==> src/rtl/cmd_pkt_pkg.sv <==
package cmd_pkt_pkg;
  localparam int WORD_W = 32;
  localparam int CNT_W  = 14;
  localparam int IDX_W  = 15;
  localparam int PIDX_W = 11;
  localparam int OP_W   = 8;
  localparam int REM_W  = CNT_W + 1;

  typedef enum logic [1:0] {PT_BURST, PT_PAIR, PT_NOP, PT_DRAW} ptype_e;
  typedef enum logic [2:0] {S_HDR, S_WAIT, S_BURST, S_PAIR, S_SET, S_DRAW, S_SKIP} state_e;

  typedef struct packed {
    ptype_e              ptype;
    logic [CNT_W-1:0]    count;
    logic                one_reg;
    logic [IDX_W-1:0]    idx;
    logic [PIDX_W-1:0]   idx_a;
    logic [PIDX_W-1:0]   idx_b;
    logic [OP_W-1:0]     opcode;
  } hdr_t;

  localparam logic [OP_W-1:0] OP_PAINT    = 8'h21;
  localparam logic [OP_W-1:0] OP_BLIT     = 8'h22;
  localparam logic [3:0]      BRUSH_SOLID = 4'hD;
endpackage

==> src/rtl/pkt_hdr_decode.sv <==
module pkt_hdr_decode
  import cmd_pkt_pkg::*;
(
  input  logic [WORD_W-1:0] word_i,
  output hdr_t              hdr_o,
  output logic              draw_ok_o,
  output logic              draw_blit_o
);
  always_comb begin
    hdr_o.ptype   = ptype_e'(word_i[31:30]);
    hdr_o.count   = word_i[29:16];
    hdr_o.one_reg = word_i[15];
    hdr_o.idx     = word_i[14:0];
    hdr_o.idx_a   = word_i[10:0];
    hdr_o.idx_b   = word_i[21:11];
    hdr_o.opcode  = word_i[7:0];
  end

  assign draw_blit_o = (hdr_o.opcode == OP_BLIT);
  assign draw_ok_o   = draw_blit_o || (hdr_o.opcode == OP_PAINT);
endmodule

==> src/rtl/draw_expand.sv <==
module draw_expand
  import cmd_pkt_pkg::*;
#(
  parameter int                ADDR_W      = 18,
  parameter logic [ADDR_W-1:0] SRC_PITCH_A = 'h0200,
  parameter logic [ADDR_W-1:0] DST_PITCH_A = 'h0204,
  parameter logic [ADDR_W-1:0] BRUSH_FG_A  = 'h0208,
  parameter logic [ADDR_W-1:0] SRC_YX_A    = 'h0210,
  parameter logic [ADDR_W-1:0] DST_YX_A    = 'h0214,
  parameter logic [ADDR_W-1:0] DST_HW_A    = 'h0218
) (
  input  logic              clk_i,
  input  logic              rst_ni,
  input  logic              set_ld_i,
  input  logic              set_src_i,
  input  logic              set_dst_i,
  input  logic              set_solid_i,
  input  logic              blit_i,
  input  logic              step_i,
  input  logic [WORD_W-1:0] data_i,
  output logic [ADDR_W-1:0] addr_o,
  output logic [WORD_W-1:0] data_o
);
  localparam int HALF = WORD_W / 2;

  logic       pend_src_q, pend_dst_q, pend_brush_q;
  logic [1:0] slot_q;
  logic [1:0] slot_last;

  assign slot_last = blit_i ? 2'd2 : 2'd1;

  always_comb begin
    data_o = {data_i[HALF-1:0], data_i[WORD_W-1:HALF]};
    addr_o = DST_YX_A;
    if (pend_src_q) begin
      addr_o = SRC_PITCH_A;
      data_o = data_i;
    end else if (pend_dst_q) begin
      addr_o = DST_PITCH_A;
      data_o = data_i;
    end else if (pend_brush_q) begin
      addr_o = BRUSH_FG_A;
      data_o = data_i;
    end else if (blit_i) begin
      unique case (slot_q)
        2'd0:    addr_o = SRC_YX_A;
        2'd1:    addr_o = DST_YX_A;
        default: addr_o = DST_HW_A;
      endcase
    end else begin
      addr_o = (slot_q == 2'd0) ? DST_YX_A : DST_HW_A;
    end
  end

  always_ff @(posedge clk_i or negedge rst_ni) begin
    if (!rst_ni) begin
      pend_src_q   <= 1'b0;
      pend_dst_q   <= 1'b0;
      pend_brush_q <= 1'b0;
      slot_q       <= '0;
    end else if (set_ld_i) begin
      pend_src_q   <= set_src_i;
      pend_dst_q   <= set_dst_i;
      pend_brush_q <= set_solid_i;
      slot_q       <= '0;
    end else if (step_i) begin
      if (pend_src_q)        pend_src_q   <= 1'b0;
      else if (pend_dst_q)   pend_dst_q   <= 1'b0;
      else if (pend_brush_q) pend_brush_q <= 1'b0;
      else                   slot_q <= (slot_q >= slot_last) ? 2'd0 : slot_q + 2'd1;
    end
  end

  // option words drain strictly in source, destination, brush order
  a_r6_opt_order: assert property (@(posedge clk_i) disable iff (!rst_ni)
    (step_i && !set_ld_i && pend_src_q) |=> (pend_dst_q == $past(pend_dst_q)) && !pend_src_q);
endmodule

==> src/rtl/wr_out_reg.sv <==
module wr_out_reg
  import cmd_pkt_pkg::*;
#(
  parameter int ADDR_W = 18
) (
  input  logic              clk_i,
  input  logic              rst_ni,
  input  logic              wr_en_i,
  input  logic [ADDR_W-1:0] wr_addr_i,
  input  logic [WORD_W-1:0] wr_data_i,
  input  logic              err_i,
  output logic              wr_valid_o,
  output logic [ADDR_W-1:0] wr_addr_o,
  output logic [WORD_W-1:0] wr_data_o,
  output logic              err_o
);
  always_ff @(posedge clk_i or negedge rst_ni) begin
    if (!rst_ni) begin
      wr_valid_o <= 1'b0;
      wr_addr_o  <= '0;
      wr_data_o  <= '0;
      err_o      <= 1'b0;
    end else begin
      wr_valid_o <= wr_en_i;
      err_o      <= err_i;
      if (wr_en_i) begin
        wr_addr_o <= wr_addr_i;
        wr_data_o <= wr_data_i;
      end
    end
  end
endmodule

==> src/rtl/cmd_pkt_decoder.sv <==
module cmd_pkt_decoder
  import cmd_pkt_pkg::*;
#(
  parameter int                ADDR_W      = 18,
  parameter int                FREE_W      = 8,
  parameter logic [ADDR_W-1:0] SRC_PITCH_A = 'h0200,
  parameter logic [ADDR_W-1:0] DST_PITCH_A = 'h0204,
  parameter logic [ADDR_W-1:0] BRUSH_FG_A  = 'h0208,
  parameter logic [ADDR_W-1:0] SRC_YX_A    = 'h0210,
  parameter logic [ADDR_W-1:0] DST_YX_A    = 'h0214,
  parameter logic [ADDR_W-1:0] DST_HW_A    = 'h0218
) (
  input  logic              clk_i,
  input  logic              rst_ni,
  input  logic              cmd_valid_i,
  input  logic [31:0]       cmd_data_i,
  output logic              cmd_ready_o,
  input  logic [FREE_W-1:0] sink_free_i,
  output logic              wr_valid_o,
  output logic [ADDR_W-1:0] wr_addr_o,
  output logic [31:0]       wr_data_o,
  output logic              err_o
);
  localparam int CMP_W = REM_W + FREE_W;

  state_e            state_q, state_d;
  logic [REM_W-1:0]  rem_q, rem_d;
  logic [ADDR_W-1:0] addr_q, addr_d, addr2_q, addr2_d;
  logic              one_q, one_d, blit_q, blit_d;

  hdr_t              hdr;
  logic              draw_ok, draw_blit;
  logic              accept, last, room;
  logic              wr_en, err_d, set_ld, drw_step;
  logic [ADDR_W-1:0] wr_a, drw_addr;
  logic [31:0]       wr_d, drw_data;

  pkt_hdr_decode u_hdr (
    .word_i      (cmd_data_i),
    .hdr_o       (hdr),
    .draw_ok_o   (draw_ok),
    .draw_blit_o (draw_blit)
  );

  draw_expand #(
    .ADDR_W(ADDR_W), .SRC_PITCH_A(SRC_PITCH_A), .DST_PITCH_A(DST_PITCH_A),
    .BRUSH_FG_A(BRUSH_FG_A), .SRC_YX_A(SRC_YX_A), .DST_YX_A(DST_YX_A), .DST_HW_A(DST_HW_A)
  ) u_draw (
    .clk_i       (clk_i),
    .rst_ni      (rst_ni),
    .set_ld_i    (set_ld),
    .set_src_i   (cmd_data_i[0]),
    .set_dst_i   (cmd_data_i[1]),
    .set_solid_i (cmd_data_i[7:4] == BRUSH_SOLID),
    .blit_i      (blit_q),
    .step_i      (drw_step),
    .data_i      (cmd_data_i),
    .addr_o      (drw_addr),
    .data_o      (drw_data)
  );

  wr_out_reg #(.ADDR_W(ADDR_W)) u_out (
    .clk_i      (clk_i),
    .rst_ni     (rst_ni),
    .wr_en_i    (wr_en),
    .wr_addr_i  (wr_a),
    .wr_data_i  (wr_d),
    .err_i      (err_d),
    .wr_valid_o (wr_valid_o),
    .wr_addr_o  (wr_addr_o),
    .wr_data_o  (wr_data_o),
    .err_o      (err_o)
  );

  assign cmd_ready_o = (state_q != S_WAIT);
  assign accept      = cmd_valid_i && cmd_ready_o;
  assign last        = (rem_q == REM_W'(1));
  assign room        = {{REM_W{1'b0}}, sink_free_i} >= {{FREE_W{1'b0}}, rem_q};

  always_comb begin
    state_d  = state_q;
    rem_d    = rem_q;
    addr_d   = addr_q;
    addr2_d  = addr2_q;
    one_d    = one_q;
    blit_d   = blit_q;
    wr_en    = 1'b0;
    wr_a     = addr_q;
    wr_d     = cmd_data_i;
    err_d    = 1'b0;
    set_ld   = 1'b0;
    drw_step = 1'b0;
    unique case (state_q)
      S_HDR: if (accept) begin
        unique case (hdr.ptype)
          PT_BURST: begin
            addr_d  = ADDR_W'({hdr.idx, 2'b00});
            one_d   = hdr.one_reg;
            rem_d   = {1'b0, hdr.count} + REM_W'(1);
            state_d = S_WAIT;
          end
          PT_PAIR: begin
            addr_d  = ADDR_W'({hdr.idx_a, 2'b00});
            addr2_d = ADDR_W'({hdr.idx_b, 2'b00});
            rem_d   = REM_W'(2);
            state_d = S_PAIR;
          end
          PT_NOP: ;
          default: begin
            rem_d = {1'b0, hdr.count} + REM_W'(1);
            if (draw_ok) begin
              blit_d  = draw_blit;
              state_d = S_SET;
            end else begin
              err_d   = 1'b1;
              state_d = S_SKIP;
            end
          end
        endcase
      end
      S_WAIT: if (room) state_d = S_BURST;
      S_BURST: if (accept) begin
        wr_en = 1'b1;
        if (!one_q) addr_d = addr_q + ADDR_W'(4);
      end
      S_PAIR: if (accept) begin
        wr_en  = 1'b1;
        addr_d = addr2_q;
      end
      S_SET:  if (accept) set_ld = 1'b1;
      S_DRAW: if (accept) begin
        wr_en    = 1'b1;
        wr_a     = drw_addr;
        wr_d     = drw_data;
        drw_step = 1'b1;
      end
      default: ;
    endcase
    if (accept && state_q != S_HDR) begin
      rem_d = rem_q - REM_W'(1);
      if (last)                 state_d = S_HDR;
      else if (state_q == S_SET) state_d = S_DRAW;
    end
  end

  always_ff @(posedge clk_i or negedge rst_ni) begin
    if (!rst_ni) begin
      state_q <= S_HDR;
      rem_q   <= '0;
      addr_q  <= '0;
      addr2_q <= '0;
      one_q   <= 1'b0;
      blit_q  <= 1'b0;
    end else begin
      state_q <= state_d;
      rem_q   <= rem_d;
      addr_q  <= addr_d;
      addr2_q <= addr2_d;
      one_q   <= one_d;
      blit_q  <= blit_d;
    end
  end

  // a write strobe always follows an accepted word
  a_r10_wr_follows_accept: assert property (@(posedge clk_i) disable iff (!rst_ni)
    wr_valid_o |-> $past(cmd_valid_i && cmd_ready_o));

  // a header word never produces a write
  a_r1_hdr_no_write: assert property (@(posedge clk_i) disable iff (!rst_ni)
    (state_q == S_HDR && cmd_valid_i) |=> !wr_valid_o);

  // burst starts only when the sink had room for all of it
  a_r4_room_before_burst: assert property (@(posedge clk_i) disable iff (!rst_ni)
    (state_q == S_WAIT && state_d == S_BURST) |-> (CMP_W'(sink_free_i) >= CMP_W'(rem_q)));

  // error strobe lasts one cycle and carries no write
  a_r9_err_pulse: assert property (@(posedge clk_i) disable iff (!rst_ni)
    err_o |=> !err_o);
  a_r9_err_no_write: assert property (@(posedge clk_i) disable iff (!rst_ni)
    err_o |-> !wr_valid_o);
endmodule

==> config.mk <==
export PLATFORM = sky130hd
export DESIGN_NAME = cmd_pkt_decoder
export DESIGN_NICKNAME = d
export VERILOG_FILES = /design/src/rtl/cmd_pkt_pkg.sv /design/src/rtl/pkt_hdr_decode.sv /design/src/rtl/draw_expand.sv /design/src/rtl/wr_out_reg.sv /design/src/rtl/cmd_pkt_decoder.sv
export SDC_FILE = /design/constraint.sdc
export NUM_CORES = 1
export LEC_CHECK = 0
export BUFFER_PORTS_ARGS = -buffer_cell sky130_fd_sc_hd__buf_2
export CAP_MARGIN = 10
export CELL_PAD_IN_SITES_DETAIL_PLACEMENT = 0
export CELL_PAD_IN_SITES_GLOBAL_PLACEMENT = 2
export CORE_MARGIN = 5
export CORE_UTILIZATION = 35
export DETAILED_ROUTE_END_ITERATION = 6
export GPL_TIMING_DRIVEN = 1
export PLACE_DENSITY = 0.82
export SYNTH_ARGS = -nofsm -noshare
export SYNTH_HDL_FRONTEND = slang
export SYNTH_SLANG_ARGS = --single-unit
==> constraint.sdc <==
create_clock -name clk_i -period 6 [get_ports clk_i]
set_clock_uncertainty 0.1 [all_clocks]
set_input_delay 0.3 -clock clk_i [delete_from_list [all_inputs] [get_ports clk_i]]
set_output_delay 0.3 -clock clk_i [all_outputs]
set_load 0.01 [all_outputs]
==> results of run 1 <==
metrics by stage:
| step | cell area [µm²] | cells | utilization [%] | hold WS [ps] |
|---|---|---|---|---|
| after floorplan | 5750 | 649 | - | -95.6 |
| after global placement | 6360 | 919 | 39.7 | 242 |
| after detailed placement | 6360 | 919 | 39.7 | 245 |
| after CTS | 6670 | 935 | 41.7 | 155 |
| after global routing | 6690 | 936 | 41.8 | 153 |
| final | 6690 | 936 | 41.8 | 164 |
area by class of cell:
| class | count | area share, % |
|---|---|---|
| Clock buffer | 10 | 3.57 |
| Clock inverter | 5 | 0.991 |
| Inverter | 21 | 1.18 |
| Multi-Input combinational cell | 484 | 44.3 |
| Sequential cell | 102 | 38.1 |
| Tap cell | 216 | 4.04 |
| Timing Repair Buffer | 98 | 7.78 |
flip-flops by register name, indices dropped and copies added (netlist names):
register	flops
u_draw.slot_q	2
addr2_q	11
u_out.wr_addr_o	16
u_out.wr_valid_o	1
state_q	3
rem_q	15
u_draw.pend_src_q	1
u_out.err_o	1
blit_q	1
one_q	1
u_draw.pend_brush_q	1
addr_q	16
u_draw.pend_dst_q	1
u_out.wr_data_o	32
layer usage:
layer / wire length, µm / share of wire (%) / up-vias / global-route usage [%]
met2: 7420 / 44 / 171 / 26.2
li1: - / - / 2442 / -
met5: 0 / 0 / - / 0
met3: 981 / 5.9 / 19 / 3.45
met1: 8080 / 48 / 2430 / 25.4
met4: 276 / 1.6 / 0 / 4.84
power by group through the flow:
| stage | Sequential (mW) | Clock (mW) | Combinational (mW) |
|---|---|---|---|
| floorplan | 1.24 | 0 | 0.813 |
| global placement | 1.25 | 0 | 1.23 |
| detailed placement | 1.26 | 0 | 1.25 |
| CTS | 1.25 | 0.630 | 1.25 |
| global route | 1.29 | 0.656 | 1.42 |
| finish | 1.25 | 0.615 | 1.25 |
worst max path at each step:
stage / start / endpoint / slack, ps / depth (start not counted)
after floorplan: rem_q[0] / rem_q[12] / 3940 / 7
after global placement: state_q[0] / u_out.wr_data_o[2] / 3090 / 4
after detailed placement: state_q[0] / u_out.wr_data_o[0] / 3010 / 4
after CTS: state_q[0] / u_out.wr_data_o[0] / 3000 / 4
after global routing: state_q[0] / u_out.wr_data_o[26] / 2840 / 4
final: state_q[0] / u_out.wr_data_o[0] / 3040 / 4
repair_timing:
| action | CTS | global route |
|---|---|---|
| endpoints found under the hold margin | 44 | 0 |
| hold buffers | 1 | 0 |
| setup endpoints to repair | 0 | 0 |
cell usage after synthesis, drive strengths merged (4+ instances only):
cell | instances | area share (%)
o21ai | 87 | 7.6
o221ai | 4 | 0.61
or3 | 5 | 0.54
nor4 | 5 | 0.65
xor2 | 7 | 1.1
nand4 | 7 | 0.76
nor2b | 6 | 0.65
nor2 | 58 | 3.8
ha | 17 | 3.7
nand3 | 18 | 1.6
buf | 11 | 1.0
xnor2 | 6 | 0.91
nand2 | 94 | 6.1
and3 | 5 | 0.54
clkbuf | 31 | 2.0
mux2i | 36 | 6.3
a32oi | 4 | 0.61
mux2 | 12 | 2.3
a221o | 7 | 1.2
nor3 | 11 | 1.2
dfrtp | 102 | 44
a21oi | 32 | 2.8
inv | 21 | 1.4
a31oi | 9 | 0.98
o211ai | 4 | 0.52
cells by family (layout without fill, tap and decap cells):
logic type	Yosys count	count (layout)	synth area share (%)
fa+ha+maj	17	17	3.70
xor+xnor	13	13	1.98
compound gates	175	175	18.3
buf+inv	63	134	4.40
other cells	1	2	0.0652
simple gates	229	229	18.6
flops	102	102	44.4
mux	48	48	8.62
worst register-to-register path, cell delays in order, from the launching register on:
cell and delay [ps]:
dfrtp_1 920, inv_1 410, or3_2 990, mux2i_1 330, o21ai_0 100
==> impl_metrics.env, run 1 <==
export IMPL_rows=46
export IMPL_hp_class="primary input to flop"
export IMPL_n_fill_cell=1644
export IMPL_cp_slowest_cell="or3_2"
export IMPL_min_path_cells=2
export IMPL_p_per_area_nw_per_um2=466
export IMPL_grt_overflow=0
export IMPL_die_h_um=138
export IMPL_grt_max_degree=66
export IMPL_syn_to_final_growth_pct=16.4
export IMPL_mostFrequentLayoutCell="dfrtp_1"
export IMPL_worstHoldEndpoint="one_q"
export IMPL_final_cell_mix="102 x dfrtp_1, 94 x nand2_1, 92 x buf_2"
export IMPL_grt_setup_unrepaired="no"
export IMPL_relSlewSlack_pct=31.0
export IMPL_maxCapViolCount=0
export IMPL_drive_gt1_share_pct=18.6
export IMPL_ir_worst_vdd_mv=0.176
export IMPL_syn_area_um2=5750
export IMPL_final_setup_worst_slack_ps=3040
export IMPL_p_sw_mw=1.30
export IMPL_finalHoldViolCount=0
export IMPL_max_freq_mhz=338
export IMPL_core_area_um2=16000
export IMPL_power_frac_seq_pct=40.1
export IMPL_r2r_cells=4
export IMPL_cts_tree="yes"
export IMPL_drcViolationCount=0
export IMPL_ctsResizeCount=0
export IMPL_setup_tns_ps=0
export IMPL_internal_power_mw=1.82
export IMPL_postCtsSetupBuffers=0
export IMPL_crit_path_max_fanout=33
export IMPL_grt_use_total_pct=17.3
export IMPL_comb_power_share_pct=40.2
export IMPL_finalNetCount=776
export IMPL_ys_types=62
export IMPL_wl_per_cell_um=17.9
export IMPL_finalCriticalPeriod_ps=2960
export IMPL_cts_path_max_buffers=2
export IMPL_die_width_um=138
export IMPL_worst_ep_required_time_ps=6140
export IMPL_drt_total_wl_mm=16.8
export IMPL_syn_avg_cell_area_um2=8.87
export IMPL_die_area_um2=19100
export IMPL_clk_pin_slew_ps=80
export IMPL_async_reset_ff_share_pct=100
export IMPL_clock_sinks=102
export IMPL_synth_edf_count=0
export IMPL_vias_per_cell=5.41
export IMPL_dpl_worst_slack_ps=3010
export IMPL_drt_initial_drc_count=342
export IMPL_ys_warn_count=0
export IMPL_rr_endpoint="u_out.wr_data_o[0]"
export IMPL_ys_ff_latch=102
export IMPL_worst_setup_path_end_kind="flop"
export IMPL_ff_latch_area_um2=2550
export IMPL_grt_pass1_vias=4850
export IMPL_start_util_pct=35.9
export IMPL_crit_family="simple AND/OR/NAND/NOR gates"
export IMPL_final_setup_viol_count=0
export IMPL_worst_path_largest_cell_delay_ps=990
export IMPL_clockPowerShare_pct=19.7
export IMPL_p_leak_nw=3.26
export IMPL_ios=96
export IMPL_firstDrtPassIters=6
export IMPL_r2r_slack_ps=3040
export IMPL_cts_made_buffers=9
export IMPL_crit_chain="inv_1 > or3_2 > mux2i_1 > o21ai_0"
export IMPL_drv_slew=0
export IMPL_start_kind="flop"
export IMPL_place_gp_congestion=0.845
export IMPL_vias=5062
export IMPL_ant_nets=0
export IMPL_finalPower_mw=3.12
export IMPL_worstPathBufferInverterCount=1
export IMPL_crit_type="flop to flop"
export IMPL_hpwl_mm=12.2
export IMPL_multi_input_area_um2=2960
export IMPL_synth_main_ff_cell="dfrtp_1"
export IMPL_timing_rr_start="state_q[0]"
export IMPL_cts_root_buf="clkbuf_16"
export IMPL_status="completed"
export IMPL_h_tree_depth=3
export IMPL_insertion_delay_ps=350
export IMPL_insertedDiodeCount=0
export IMPL_worstPathArrival_ps=3090
export IMPL_finalCritPeriodShare_pct=49.3
export IMPL_grt_pass1_wl_mm=26.9
export IMPL_syn_inst=648
export IMPL_swShare_pct=41.8
export IMPL_grt_antenna_before_repair=0
export IMPL_worst_hold_startpoint="cmd_data_i[15]"
export IMPL_worstMarginPinSlew_ps=1030
export IMPL_portBuffers=93
export IMPL_seq_area_frac_synth_pct=44.4
(Power assumes the default switching activity.)
==> run 2: changes to the inputs <==
--- a/config.mk
+++ b/config.mk
@@ -5,15 +5,16 @@
 export SDC_FILE = /design/constraint.sdc
 export NUM_CORES = 1
 export LEC_CHECK = 0
+export ABC_AREA = 1
 export BUFFER_PORTS_ARGS = -buffer_cell sky130_fd_sc_hd__buf_2
 export CAP_MARGIN = 10
 export CELL_PAD_IN_SITES_DETAIL_PLACEMENT = 0
 export CELL_PAD_IN_SITES_GLOBAL_PLACEMENT = 2
 export CORE_MARGIN = 5
-export CORE_UTILIZATION = 35
+export CORE_UTILIZATION = 29
 export DETAILED_ROUTE_END_ITERATION = 6
 export GPL_TIMING_DRIVEN = 1
-export PLACE_DENSITY = 0.82
+export PLACE_DENSITY = 0.78
 export SYNTH_ARGS = -nofsm -noshare
 export SYNTH_HDL_FRONTEND = slang
 export SYNTH_SLANG_ARGS = --single-unit
==> constraint.sdc (replaced) <==
create_clock -name clk_i -period 2.6 [get_ports clk_i]
set_clock_uncertainty 0.1 [all_clocks]
set_input_delay 0.13 -clock clk_i [delete_from_list [all_inputs] [get_ports clk_i]]
set_output_delay 0.13 -clock clk_i [all_outputs]
set_load 0.01 [all_outputs]
==> impl_metrics.env, run 2 <==
export IMPL_grt_pass1_vias=5648
export IMPL_final_cell_mix="236 x nand2_1, 102 x dfrtp_1, 96 x inv_1"
export IMPL_timing_rr_start="state_q[0]"
export IMPL_crit_type="flop to flop"
export IMPL_ys_ff_latch=102
export IMPL_power_frac_seq_pct=41.9
export IMPL_status="completed"
export IMPL_start_kind="flop"
export IMPL_synth_edf_count=0
export IMPL_synth_main_ff_cell="dfrtp_1"
export IMPL_final_setup_worst_slack_ps=537
export IMPL_drv_slew=0
export IMPL_crit_path_frequent_cell="nand2_1"
export IMPL_path_depth=10
export IMPL_ys_types=37
export IMPL_comb_power_share_pct=30.5
export IMPL_syn_to_final_growth_pct=21.1
export IMPL_grt_use_total_pct=17.1
export IMPL_final_setup_viol_count=0
export IMPL_placed_cells=1200
export IMPL_cp_slowest_cell="dfrtp_1"
export IMPL_final_cells=1240
export IMPL_finalCriticalPeriod_ps=2060
export IMPL_synth_area_leaders="dfrtp_1 42%, nand2_1 15%, inv_1 5.9%"
export IMPL_ios=96
export IMPL_largest_register_ff_count=32
export IMPL_mostFrequentLayoutCell="nand2_1"
export IMPL_ys_warn_count=0
export IMPL_drt_initial_drc_count=427
export IMPL_ant_nets=0
export IMPL_synth_common_cells="236 x nand2_1, 102 x dfrtp_1, 96 x inv_1"
export IMPL_cts_hold_buf=25
export IMPL_clockPowerShare_pct=27.6
export IMPL_core_area_um2=20800
export IMPL_place_gp_congestion=0.850
export IMPL_finalHoldViolCount=0
export IMPL_vias=5885
export IMPL_r2r_slack_ps=540
export IMPL_finalCritPeriodShare_pct=79.3
export IMPL_die_area_um2=24000
export IMPL_drt_total_wl_mm=20.3
export IMPL_die_h_um=155
export IMPL_portBuffers=93
export IMPL_cts_tree="yes"
export IMPL_crit_path_max_fanout=19
export IMPL_grt_max_degree=69
export IMPL_yosysTopAreaCell="dfrtp_1"
export IMPL_swShare_pct=36.4
export IMPL_p_leak_nw=3.77
export IMPL_r2r_cells=10
export IMPL_crit_chain="nor2_1 > nand2_1 > inv_1 > nand2_1 > nand2_1 > nand2_2 > inv_2 > nand2_1 > o211ai_1 > nand2_1"
export IMPL_insertedDiodeCount=0
export IMPL_hp_class="primary input to flop"
export IMPL_finish_utilization_pct=35.4
export IMPL_whs_ps=6.62
export IMPL_cp_startpoint="state_q[0]"
export IMPL_crit_family="simple AND/OR/NAND/NOR gates"
export IMPL_internal_power_mw=3.40
export IMPL_start_util_pct=29.3
export IMPL_grt_pass1_wl_mm=32.4
export IMPL_clk_pin_slew_ps=70
export IMPL_drive_gt1_share_pct=14.9
export IMPL_seq_area_frac_synth_pct=41.9
export IMPL_die_width_um=155
export IMPL_max_freq_mhz=485
export IMPL_postCtsSetupBuffers=0
export IMPL_rr_endpoint="addr_q[10]"
export IMPL_clock_sinks=102
export IMPL_cts_made_buffers=9
export IMPL_firstDrtPassIters=7
export IMPL_maxCapViolCount=0
export IMPL_ir_worst_vdd_mv=0.330
export IMPL_finalPower_mw=5.35
export IMPL_vias_per_cell=4.75
export IMPL_place_area_um2=6820
export IMPL_relSlewSlack_pct=55.4
export IMPL_worst_setup_path_end_kind="flop"
export IMPL_dpl_worst_slack_ps=540
export IMPL_grt_overflow=0
export IMPL_hpwl_mm=15.7
export IMPL_largest_register="u_out.wr_data_o"
export IMPL_p_sw_mw=1.95
export IMPL_async_reset_ff_share_pct=100
export IMPL_worstPathBufferInverterCount=2
export IMPL_grt_antenna_before_repair=0
export IMPL_rows=53
export IMPL_worstMarginPinSlew_ps=663
export IMPL_finalNetCount=1021
export IMPL_worst_ep_required_time_ps=2740
export IMPL_worst_path_largest_cell_delay_ps=470
export IMPL_p_per_area_nw_per_um2=725
export IMPL_drcViolationCount=0
export IMPL_cts_path_max_buffers=2
export IMPL_wl_per_cell_um=16.4
export IMPL_setup_tns_ps=0
export IMPL_cts_root_buf="clkbuf_16"
export IMPL_grt_setup_unrepaired="no"
export IMPL_ctsResizeCount=0
export IMPL_crit_end="addr_q[10]"
export IMPL_synth_most_common_cell="nand2_1"
export IMPL_yosysTopAreaCellShare_pct=41.9
export IMPL_final_cell_area_um2=7380
export IMPL_reg_top3="u_out.wr_data_o: 32 flops, addr_q: 16 flops, u_out.wr_addr_o: 16 flops"
export IMPL_syn_area_um2=6090
export IMPL_insertion_delay_ps=350
export IMPL_syn_avg_cell_area_um2=7.13
export IMPL_h_tree_depth=3
export IMPL_worstPathArrival_ps=2200
export IMPL_syn_inst=854
-- run 2: cell count changes in the layout (fill, tap and decap cells not counted), sizes merged, moves of 6 or more --
cell / previous run / this run
a21oi: 32 / 60
a221o: 7 / 0
dlygate4sd3: 1 / 25
inv: 24 / 106
mux2: 12 / 0
mux2i: 36 / 0
nand2: 94 / 240
nand3: 18 / 54
nor2: 58 / 93
nor2b: 6 / 0
xnor2: 6 / 0
-- run 2: worst register-to-register path: cells and delay by family, from the launching register on --
family	cells	cell delay, ps
simple gates	7	900
buf+inv	2	390
compound gates	1	90
flops	1	470
-- run 2: cells by family after synthesis --
group	after synthesis	synth area share, %
AO/OA/AOI/OAI	179	16.3
XOR/XNOR	2	0.288
adder cells (fa/ha/maj)	17	3.49
buffers and inverters	136	9.59
flip-flops	102	41.9
other	1	0.0616
AND/OR/NAND/NOR	417	28.4
-- run 2: power by group through the flow --
stage	Sequential [mW]	Combinational, mW	Clock (mW)
3_3_place_gp	2.28	1.61	0
6_report	2.24	1.63	1.47
3_5_place_dp	2.26	1.63	0
5_1_grt	2.29	1.84	1.58
4_1_cts	2.24	1.66	1.52
2_1_floorplan	2.32	0.869	0
-- run 2: worst min-delay path by stage --
stage               cells past startpoint                 end            from  slack, ps
global route                            3          addr2_q[9]  cmd_data_i[18]         20
finish                                  3          addr2_q[9]  cmd_data_i[18]          7
CTS                                     3  u_out.wr_data_o[2]  cmd_data_i[18]          3
floorplan                               0         addr2_q[10]          rst_ni       -270
global placement                        1    u_draw.slot_q[0]          rst_ni         40
detailed placement                      1    u_draw.slot_q[0]          rst_ni         50
-- run 2: routing by layer --
layer	global-route usage (%)	wire [µm]
met5	0	0
met4	3.15	109
met3	2.84	929
met2	25.5	8710
met1	26.1	10600
-- run 2: area by class of cell --
class,instances,area (µm²)
clock inverter,6,87.6
fill,2339,13400
inverter,106,398
timing repair buffer,125,808
sequential,102,2550
clock buffer,9,225
multi-input combinational,617,2960
tap,275,344
